File: src/rtl/grp_pwr_pkg.sv
package grp_pwr_pkg;

    typedef enum logic [1:0] {
        PS_DOWN = 2'd0,
        PS_BAD  = 2'd1,
        PS_LOCK = 2'd2,
        PS_RUN  = 2'd3
    } pwr_st_e;

    // default contents of a group register window, computed from the offset
    function automatic logic [7:0] reg_default(input logic [15:0] ofs, input logic [7:0] seed);
        logic [21:0] prod;
        prod = {6'd0, ofs} * 22'd37;
        return prod[7:0] + seed;
    endfunction

endpackage

File: src/rtl/rst_lock_ctrl.sv
module rst_lock_ctrl
    import grp_pwr_pkg::*;
#(
    parameter int HOLD_CYC = 100,
    parameter int LOCK_CYC = 500
) (
    input  logic clk,
    input  logic rst_n,
    output logic acc_ok_o,
    output logic rst_bad_o,
    output logic out_en_o
);
    localparam int HW = $clog2(HOLD_CYC + 1);
    localparam int LW = $clog2(LOCK_CYC + 1);

    typedef struct packed {
        pwr_st_e       st;
        logic [HW-1:0] hold;
        logic [LW-1:0] lock;
    } ctl_t;

    ctl_t c_q, c_d;

    always_comb begin
        c_d = c_q;
        if (!rst_n) begin
            c_d.st   = PS_DOWN;
            c_d.lock = '0;
            if (c_q.st != PS_DOWN)
                c_d.hold = HW'(1);
            else if (c_q.hold != HW'(HOLD_CYC))
                c_d.hold = c_q.hold + 1'b1;
        end else begin
            case (c_q.st)
                PS_DOWN: begin
                    c_d.lock = '0;
                    c_d.st   = (c_q.hold >= HW'(HOLD_CYC)) ? PS_LOCK : PS_BAD;
                end
                PS_LOCK: begin
                    if (c_q.lock == LW'(LOCK_CYC - 1))
                        c_d.st = PS_RUN;
                    else
                        c_d.lock = c_q.lock + 1'b1;
                end
                default: ;
            endcase
        end
    end

    always_ff @(posedge clk) begin
        c_q <= c_d;
    end

    assign acc_ok_o  = (c_q.st == PS_RUN);
    assign rst_bad_o = (c_q.st == PS_BAD);
    assign out_en_o  = (c_q.st != PS_DOWN);

    // an invalid reset never leads to access
    a_r3_bad_blocks: assert property (@(posedge clk) disable iff (!rst_n)
        rst_bad_o |=> !acc_ok_o);

    // access only ever opens out of the lock wait
    a_r2_run_from_lock: assert property (@(posedge clk) disable iff (!rst_n)
        $rose(acc_ok_o) |-> $past(c_q.st == PS_LOCK));

endmodule

File: src/rtl/grp_init_slot.sv
module grp_init_slot #(
    parameter int WIN = 64,
    localparam int CW = $clog2(WIN + 1)
) (
    input  logic          clk,
    input  logic          rst_n,
    input  logic          wr_hit_i,
    input  logic          wr_val_i,
    input  logic          fsync_i,
    input  logic          grant_i,
    output logic          pwup_o,
    output logic          busy_o,
    output logic          need_o,
    output logic [CW-1:0] wcnt_o
);
    typedef struct packed {
        logic          pwup;
        logic          busy;
        logic          fcnt;
        logic [CW-1:0] wcnt;
    } slot_t;

    slot_t s_q, s_d;

    always_comb begin
        s_d = s_q;
        if (!rst_n) begin
            s_d = '0;
        end else begin
            if (s_q.busy) begin
                if (grant_i)
                    s_d.wcnt = s_q.wcnt + 1'b1;
                if (fsync_i) begin
                    if (s_q.fcnt)
                        s_d.busy = 1'b0;
                    else
                        s_d.fcnt = 1'b1;
                end
            end
            if (wr_hit_i) begin
                s_d.pwup = wr_val_i;
                if (wr_val_i && !s_q.pwup) begin
                    s_d.busy = 1'b1;
                    s_d.fcnt = 1'b0;
                    s_d.wcnt = '0;
                end else if (!wr_val_i) begin
                    s_d.busy = 1'b0;
                end
            end
        end
    end

    always_ff @(posedge clk) begin
        s_q <= s_d;
    end

    assign pwup_o = s_q.pwup;
    assign busy_o = s_q.busy;
    assign need_o = s_q.busy && (s_q.wcnt < CW'(WIN));
    assign wcnt_o = s_q.wcnt;

    // a group is never busy while powered down
    a_r9_busy_needs_pwup: assert property (@(posedge clk) disable iff (!rst_n)
        s_q.busy |-> s_q.pwup);

    // a pass starts only on a 0-to-1 change of the flag
    a_r8_start_on_edge: assert property (@(posedge clk) disable iff (!rst_n)
        $rose(s_q.busy) |-> $rose(s_q.pwup));

    // a pass that is not aborted ends only on a frame pulse
    a_r6_end_on_frame: assert property (@(posedge clk) disable iff (!rst_n)
        ($fell(s_q.busy) && s_q.pwup) |-> $past(fsync_i));

    // the write counter never runs past the window
    a_r7_win_bound: assert property (@(posedge clk) disable iff (!rst_n)
        s_q.wcnt <= CW'(WIN));

endmodule

File: src/rtl/init_wr_arb.sv
module init_wr_arb #(
    parameter int N = 16,
    localparam int IW = $clog2(N)
) (
    input  logic [N-1:0]  need_i,
    output logic [N-1:0]  grant_o,
    output logic          valid_o,
    output logic [IW-1:0] idx_o
);
    always_comb begin
        grant_o = '0;
        idx_o   = '0;
        valid_o = |need_i;
        for (int i = N - 1; i >= 0; i--) begin
            if (need_i[i])
                idx_o = IW'(i);
        end
        if (valid_o)
            grant_o[idx_o] = 1'b1;
    end
endmodule

File: src/rtl/grp_pwr_seq.sv
module grp_pwr_seq
    import grp_pwr_pkg::*;
#(
    parameter int          NUM_GRP  = 16,
    parameter int          WIN      = 64,
    parameter int          HOLD_CYC = 100,
    parameter int          LOCK_CYC = 500,
    parameter logic [7:0]  SEED     = 8'h5A,
    localparam int         GW       = $clog2(NUM_GRP),
    localparam int         AW       = $clog2(WIN)
) (
    input  logic               clk,
    input  logic               rst_n,
    input  logic               fsync_i,
    input  logic               wr_en_i,
    input  logic [GW-1:0]      wr_grp_i,
    input  logic               wr_val_i,
    output logic               acc_ok_o,
    output logic               rst_bad_o,
    output logic               out_en_o,
    output logic [NUM_GRP-1:0] pwup_o,
    output logic [NUM_GRP-1:0] busy_o,
    output logic [NUM_GRP-1:0] ready_o,
    output logic [NUM_GRP-1:0] coef_clr_o,
    output logic               init_we_o,
    output logic [GW-1:0]      init_grp_o,
    output logic [AW-1:0]      init_addr_o,
    output logic [7:0]         init_data_o
);
    localparam int CW = $clog2(WIN + 1);

    logic [NUM_GRP-1:0] need, grant;
    logic [CW-1:0]      wcnt [NUM_GRP];
    logic [GW-1:0]      sel;

    rst_lock_ctrl #(.HOLD_CYC(HOLD_CYC), .LOCK_CYC(LOCK_CYC)) u_ctl (
        .clk       (clk),
        .rst_n     (rst_n),
        .acc_ok_o  (acc_ok_o),
        .rst_bad_o (rst_bad_o),
        .out_en_o  (out_en_o)
    );

    for (genvar g = 0; g < NUM_GRP; g++) begin : g_slot
        logic hit;
        assign hit = wr_en_i && acc_ok_o && (wr_grp_i == GW'(g));
        grp_init_slot #(.WIN(WIN)) u_slot (
            .clk      (clk),
            .rst_n    (rst_n),
            .wr_hit_i (hit),
            .wr_val_i (wr_val_i),
            .fsync_i  (fsync_i),
            .grant_i  (grant[g]),
            .pwup_o   (pwup_o[g]),
            .busy_o   (busy_o[g]),
            .need_o   (need[g]),
            .wcnt_o   (wcnt[g])
        );
    end

    init_wr_arb #(.N(NUM_GRP)) u_arb (
        .need_i  (need),
        .grant_o (grant),
        .valid_o (init_we_o),
        .idx_o   (sel)
    );

    assign init_grp_o  = sel;
    assign init_addr_o = wcnt[sel][AW-1:0];
    assign init_data_o = reg_default(16'(init_addr_o), SEED);
    assign coef_clr_o  = busy_o;
    assign ready_o     = pwup_o & ~busy_o & {NUM_GRP{acc_ok_o}};

    // no group is powered while access is refused
    a_r4_no_pwup_before_run: assert property (@(posedge clk) disable iff (!rst_n)
        !acc_ok_o |-> (pwup_o == '0));

    // default writes happen only with access granted
    a_r7_init_only_run: assert property (@(posedge clk) disable iff (!rst_n)
        init_we_o |-> acc_ok_o);

    // at most one group owns the write port
    a_r10_grant_single: assert property (@(posedge clk) disable iff (!rst_n)
        $onehot0(grant));

endmodule

File: config.mk
export PLATFORM = sky130hd
export DESIGN_NAME = grp_pwr_seq
export DESIGN_NICKNAME = d
export VERILOG_FILES = /design/src/rtl/grp_pwr_pkg.sv /design/src/rtl/rst_lock_ctrl.sv /design/src/rtl/grp_init_slot.sv /design/src/rtl/init_wr_arb.sv /design/src/rtl/grp_pwr_seq.sv
export SDC_FILE = /design/constraint.sdc
export NUM_CORES = 1
export LEC_CHECK = 0
export ABC_AREA = 0
export ABC_CLOCK_PERIOD_IN_PS = 5750
export BUFFER_PORTS_ARGS = -buffer_cell sky130_fd_sc_hd__buf_2
export CELL_PAD_IN_SITES_DETAIL_PLACEMENT = 0
export CELL_PAD_IN_SITES_GLOBAL_PLACEMENT = 1
export CORE_UTILIZATION = 40
export DETAILED_ROUTE_END_ITERATION = 10
export GPL_TIMING_DRIVEN = 0
export PLACE_DENSITY = 0.85
export SLEW_MARGIN = 10
export SYNTH_ARGS = -nofsm -noshare
export SYNTH_HDL_FRONTEND = slang
export SYNTH_SLANG_ARGS = --single-unit
File: constraint.sdc
create_clock -name clk -period 5.75 [get_ports clk]
set_clock_uncertainty 0.15 [all_clocks]
set_input_delay 1.15 -clock clk [delete_from_list [all_inputs] [get_ports clk]]
set_output_delay 1.15 -clock clk [all_outputs]
set_load 0.02 [all_outputs]
==> results of run 1 <==
synthesized netlist by cell type, drive strengths merged, types with 13 or more instances:
library cell  instances  share of area
nand4                33          0.022
dfxtp               171           0.36
mux2i                19          0.020
nor2                200          0.080
nor2b                13         0.0086
nand3                27          0.014
and4                 15          0.014
clkbuf               21         0.0083
o22ai                24          0.016
nor3b                18          0.014
o21ai                49          0.026
buf                  65          0.048
xnor2                34          0.031
a31oi                13          0.010
xor2                 60          0.055
and3                 25          0.016
a21oi                73          0.039
inv                  19         0.0075
ha                   34          0.045
nand2               153          0.061
through the flow:
stage / util / hold WS, ps
global route: 0.5116 / 337.3
floorplan: - / 278.0
global placement: 0.4593 / 292.1
finish: 0.5116 / 313.7
detailed placement: 0.4593 / 304.1
CTS: 0.5064 / 319.0
worst min-delay path by stage:
stage / start / to / slack [ps]
final: g_slot[11].u_slot.wcnt_o[6] / g_slot[11].u_slot.wcnt_o[6] / 310
after global routing: g_slot[11].u_slot.wcnt_o[6] / g_slot[11].u_slot.wcnt_o[6] / 340
after CTS: g_slot[11].u_slot.wcnt_o[6] / g_slot[11].u_slot.wcnt_o[6] / 320
after detailed placement: g_slot[11].u_slot.wcnt_o[6] / g_slot[11].u_slot.wcnt_o[6] / 300
after global placement: g_slot[11].u_slot.wcnt_o[6] / g_slot[11].u_slot.wcnt_o[6] / 290
after floorplan: g_slot[8].u_slot.wcnt_o[6] / g_slot[8].u_slot.wcnt_o[6] / 280
placed cells by master, fill, tap and decap left out, types with 9 or more instances in the layout:
cell type and n:
o22ai_2 10, nand2_1 149, nor3b_1 18, and4_1 12
nand3_1 27, buf_2 92, mux2i_1 19, a21oi_1 68
o21ai_2 9, clkbuf_1 18, o21ai_0 35, nand2b_1 9
a31oi_1 11, dfxtp_1 157, ha_1 25, inv_1 13
nor2_1 193, o22ai_1 13, xnor2_1 31, nor2b_1 10
and3_1 25, nand4_1 32, dfxtp_2 9, buf_4 90
xor2_1 60, clkbuf_16 17
final cells by class:
class	count	area [um^2]
plain buffers	84	555.5
clock buffers	17	425.4
clock inverters	15	157.7
fillers	2189	11190
inverters	20	75.07
multi-input cells	875	5688
flip-flops and latches	178	3664
well taps	313	391.6
repair buffers	130	767.0
logic make-up after synthesis:
logic type      Yosys count  share of synthesized area
simple gates            522                     0.2608
compound gates          204                     0.1359
flops                   178                     0.3832
buf+inv                 106                    0.06413
xor+xnor                 94                    0.08683
fa+ha+maj                36                    0.04909
mux                      19                    0.02006
worst reg2reg max path, stage by stage (launching register included):
cell	delay, ps
dfxtp_2	340
and2b_2	250
a221oi_2	50
o311ai_2	260
a211oi_2	150
buf_4	170
buf_4	130
buf_4	120
o41ai_2	680
and3_1	270
buf_2	170
nand4_2	140
or3_1	320
a21oi_1	140
report_power, final:
| part | switching (mW) | internal [mW] | leakage, nW |
|---|---|---|---|
| logic | 0.104 | 0.0603 | 3.17 |
| registers | 0.00755 | 1.25 | 1.46 |
| clock network | 0.546 | 0.618 | 0.288 |
| total | 0.658 | 1.92 | 4.92 |
per-layer routing:
layer	GRT usage	share of wire	vias up
met4	0.08357	0.025	0
met2	0.3608	0.45	278
met5	0	0	-
li1	-	-	4277
met1	0.2962	0.47	3919
met3	0.03278	0.051	40
flip-flops by register name, summed over array words and instances, names as in the netlist:
signal,cells
g_slot.u_slot.pwup_o,16
g_slot.u_slot.s_q,16
u_ctl.c_q,18
g_slot.u_slot.busy_o,16
g_slot.u_slot.wcnt_o,112
what timing repair did:
action | 4_1_cts | 5_1_grt
setup endpoints to repair | 5 | 5
resized for setup | 80 | 23
setup buffers | 32 | 6
pin swaps | 26 | 11
==> results_dict.tcl, run 1 <==
set metrics [dict create \
    tightest_slew_ps 924.0 \
    crit_chain "and2b_2, a221oi_2, o311ai_2, a211oi_2, buf_6, o41ai_4, a222oi_1, a21boi_1, or4_4, ha_4, ha_4, inv_2, fa_1, inv_2, ha_4, ha_4, a21oi_4, xnor2_2, xnor2_2, buf_4" \
    via_per_inst 5.217 \
    fin_cells 1632 \
    antenna_found_initial 0 \
    ctsHoldBuffers 0 \
    clock_sinks 178 \
    worstSetupPathType "reg2out" \
    grt_overflow 0 \
    leakage_nw 4.915 \
    antenna_left 0 \
    die_w_um 156.0 \
    grt_pass1_wl_um 41850 \
    drt_wl_total_um 26390 \
    cts_buffer_depth 2 \
    crit_path_start_kind "flip-flop" \
    clk_pin_slew_worst_paths_ps 70 \
    status "finished, violations left" \
    critPathArrivalTime_ps 5180 \
    rrSetupSlack_ps 2340 \
    cp.depth 20 \
    htree_num_levels 4 \
    p_per_area_nw_per_um2 220.2 \
    cts_tree "built" \
    cap_violations 0 \
    hold_depth 2 \
    ys_warn_count 0 \
    totalPowerFinal_mw 2.582 \
    std_cell_rows 55 \
    cp_slowest_cell "or4_4" \
    setup_ws_ps -725.7 \
    nets 1351 \
    crit_path_end_kind "output port" \
    drive_gt1_frac 0.2509 \
    failed_checks "setup timing" \
    ctsRootBufferMaster "clkbuf_16" \
    gp_congestion 0.9175 \
    die-area_um2 24320 \
    crit_path_start "g_slot[13].u_slot.wcnt_o[6]" \
    r2r_start "g_slot[13].u_slot.wcnt_o[6]" \
    critPathTopFamily "compound AO/OA/AOI/OAI gates" \
    setup_viol 4 \
    track_usage 0.2219 \
    place_hpwl_um 19720 \
    ys_types 74 \
    place_inst 1564 \
    endpoint "init_data_o[7]" \
    post_drt_wl_per_cell_um 16.17 \
    synth-edff-count 7 \
    relSlewSlack 0.3827 \
    pre_cts_slack_ps -941.3 \
    core-area_um2 22920 \
    synth_seq_cells 178 \
    hold_viol_final 0 \
    async_flop_share 0 \
    syn_nets 1204 \
    fmax_ghz 0.1544 \
    dr.pass1.iters 5 \
    worst_hold_path_type "reg2reg" \
    drc 0 \
    final.setup.tns_ps -1830 \
    rr_endpoint "g_slot[9].u_slot.wcnt_o[5]" \
    clock_latency_ps 440 \
    path_max_fanout 4 \
    area_delta_synth_final_pct 23.65 \
    chipHeight_um 156.0 \
    diodes 0 \
    placed_area_um2 10530 \
    timing.final.crit_share 1.126 \
    grt_max_degree 19 \
    drtIter0Drc 605 \
    crit_top_cell "ha_4" \
    syn_area_um2 9482 \
    num_io_pins 95 \
    numPortBuffers 92 \
    drv_slew 0 \
    grt_pass1_vias 7927 \
    vias 8514 \
    syn_inst 1159 \
    grt_setup_unrepaired "yes" \
    critPathBufInv 4 \
    synth_ff_type "dfxtp_1" \
    fin_area_um2 11720 \
    cts_buffers 17 \
    initial_core_util 0.4138 \
    ys_seq_area_frac 0.3832 \
    min_period_ps 6476 \
    ir_worst_vdd_mv 0.1805 \
    worstRegToRegCells 13 \
    cp_slowest_stage_delay_ps 570 \
    required_ps 4450 \
    syn_area_per_cell_um2 8.181 \
]
(Power assumes the default switching activity.)
==> run 2: changes to the inputs <==
--- a/config.mk
+++ b/config.mk
@@ -10,10 +10,13 @@
 export BUFFER_PORTS_ARGS = -buffer_cell sky130_fd_sc_hd__buf_2
 export CELL_PAD_IN_SITES_DETAIL_PLACEMENT = 0
 export CELL_PAD_IN_SITES_GLOBAL_PLACEMENT = 1
-export CORE_UTILIZATION = 40
+export CORE_UTILIZATION = 42
+export CTS_BUF_LIST = sky130_fd_sc_hd__clkbuf_4
 export DETAILED_ROUTE_END_ITERATION = 10
+export GPL_ROUTABILITY_DRIVEN = 0
 export GPL_TIMING_DRIVEN = 0
-export PLACE_DENSITY = 0.85
+export PLACE_DENSITY = 0.88
+export SKIP_LAST_GASP = 1
 export SLEW_MARGIN = 10
 export SYNTH_ARGS = -nofsm -noshare
 export SYNTH_HDL_FRONTEND = slang
==> results_dict.tcl, run 2 (synthesis gave the netlist of run 1 again) <==
set metrics [dict create \
    status "finished, violations left" \
    failed_checks "DRC, setup timing" \
    final.setup.tns_ps -2601 \
    timing.final.crit_share 1.162 \
    drv_slew 0 \
    drt_wl_total_um 26520 \
    grt_overflow 0 \
    clock_sinks 178 \
    cap_violations 0 \
    post_drt_wl_per_cell_um 16.56 \
    drtIter0Drc 673 \
    ctsRootBufferMaster "clkbuf_4" \
    critPathArrivalTime_ps 5380 \
    clock_latency_ps 610 \
    grt_pass1_vias 8010 \
    hold_slack_ps 338.5 \
    antenna_found_initial 1 \
    drc 4 \
    required_ps 4450 \
    fmax_ghz 0.1497 \
    ff_latch_area_um2 3665 \
    hp-start "g_slot[8].u_slot.wcnt_o[6]" \
    clk_pin_slew_worst_paths_ps 150 \
    worstSetupPathType "reg2out" \
    worstRegToRegCells 11 \
    die-area_um2 23180 \
    crit_path_end_kind "output port" \
    min_period_ps 6680 \
    std_cell_rows 54 \
    mostFrequentLayoutCells "nor2_1, dfxtp_1, nand2_1" \
    hold_viol_final 0 \
    core-area_um2 21960 \
    largest_reg_flops 112 \
    setup_ws_ps -930.2 \
    die_w_um 152.3 \
    tightest_slew_ps 903.6 \
    area_delta_synth_final_pct 22.46 \
    path_max_fanout 5 \
    cts_buffer_depth 2 \
    crit_path_start_kind "flip-flop" \
    place_inst 1531 \
    endpoint "init_data_o[7]" \
    drive_gt1_frac 0.2568 \
    place_hpwl_um 19440 \
    p_per_area_nw_per_um2 190.0 \
    nets 1352 \
    ctsHoldBuffers 0 \
    rr_endpoint "g_slot[9].u_slot.wcnt_o[5]" \
    fin_cells 1601 \
    track_usage 0.2289 \
    via_per_inst 5.394 \
    n_fill_cell 2067 \
    totalPowerFinal_mw 2.206 \
    htree_num_levels 4 \
    vias 8635 \
    numPortBuffers 92 \
    multi_input_area_um2 5828 \
    relSlewSlack 0.3963 \
    antenna_left 0 \
    initial_core_util 0.4318 \
    crit_path_start "g_slot[11].u_slot.busy_o" \
    dr.pass1.iters 9 \
    ir_worst_vdd_mv 0.1257 \
    leakage_nw 4.842 \
    grt_pass1_wl_um 42120 \
    rrSetupSlack_ps 2510 \
    setup_viol 4 \
    grt_max_degree 17 \
    chipHeight_um 152.3 \
    worst_hold_path_type "reg2reg" \
    r2r_start "g_slot[6].u_slot.busy_o" \
    cts_buffers 17 \
    num_io_pins 95 \
    layout_commonest_cell "nor2_1" \
    grt_setup_unrepaired "yes" \
    cts_tree "built" \
]
## run 2: changes by cell type in the layout (fill, tap and decap cells not counted), sizes merged
| cell | delta |
|---|---|
| diode | +1 |
| clkinvlp | -1 |
| inv | -9 |
| clkinv | +7 |
| clkbuf | +1 |
| bufinv | +2 |
| buf | +1 |
## run 2: timing repair
item | 4_1_cts | 5_1_grt
endpoints found under the setup margin | 6 | 5
resized for setup | 80 | 46
gates cloned | 2 | 0
buffers inserted | 27 | 11
pin swaps | 33 | 30
## run 2: area by class of cell
class / instances / share of cell area
sequential: 178 / 0.3156
clock inverter: 14 / 0.01563
clock buffer: 18 / 0.01164
timing repair buffer: 132 / 0.07037
buffer: 83 / 0.04795
tap: 280 / 0.03017
multi-input combinational: 875 / 0.5019
inverter: 20 / 0.006466
antenna: 1 / 0.0002155
## run 2: metal layers
metal  track usage  routed length [um]  part of all wire  vias up
li1              -                   -                 -     4272
met1        0.3020               12100              0.46     3999
met2        0.3735               12000              0.45      305
met3       0.03470                1630             0.061       59
met4       0.09427                 780             0.029        0
met5             0                   0                 0        -
## run 2: worst min-delay path by stage
stage	end	slack (ps)	cells past startpoint
6_report	g_slot[8].u_slot.wcnt_o[6]	340	2
5_1_grt	g_slot[14].u_slot.s_q[7]	370	2
2_1_floorplan	g_slot[8].u_slot.wcnt_o[6]	280	2
4_1_cts	g_slot[8].u_slot.wcnt_o[6]	340	2
3_5_place_dp	g_slot[8].u_slot.wcnt_o[6]	300	2
3_3_place_gp	g_slot[8].u_slot.wcnt_o[6]	300	2
## run 2: through the flow
step | utilization | setup WS [ps] | instance area, um^2
after floorplan | - | -5.353 | 9673
after global placement | 0.4774 | -962.5 | 10480
after detailed placement | 0.4774 | -1046 | 10480
after CTS | 0.5167 | -980.8 | 11350
after global routing | 0.5288 | -1092 | 11610
final | 0.5288 | -930.2 | 11610
## run 2: critical path, stage by stage (launching register included)
cell and delay (ps):
dfxtp_4 390, and2b_2 230, o311ai_4 320, a211oi_4 130, buf_6 150, a41oi_4 340, inv_2 110, buf_4 160
a222oi_1 320, a21boi_1 160, or4_4 460, ha_4 290, ha_4 110, inv_2 30, fa_1 480, inv_2 50
ha_4 260, ha_4 200, a21oi_4 160, xnor2_2 140, xnor2_2 120, buf_4 150
## run 2: power breakdown
group	switching, mW	internal (mW)
Clock	0.467	0.313
Sequential	0.00783	1.25
Combinational	0.106	0.0654
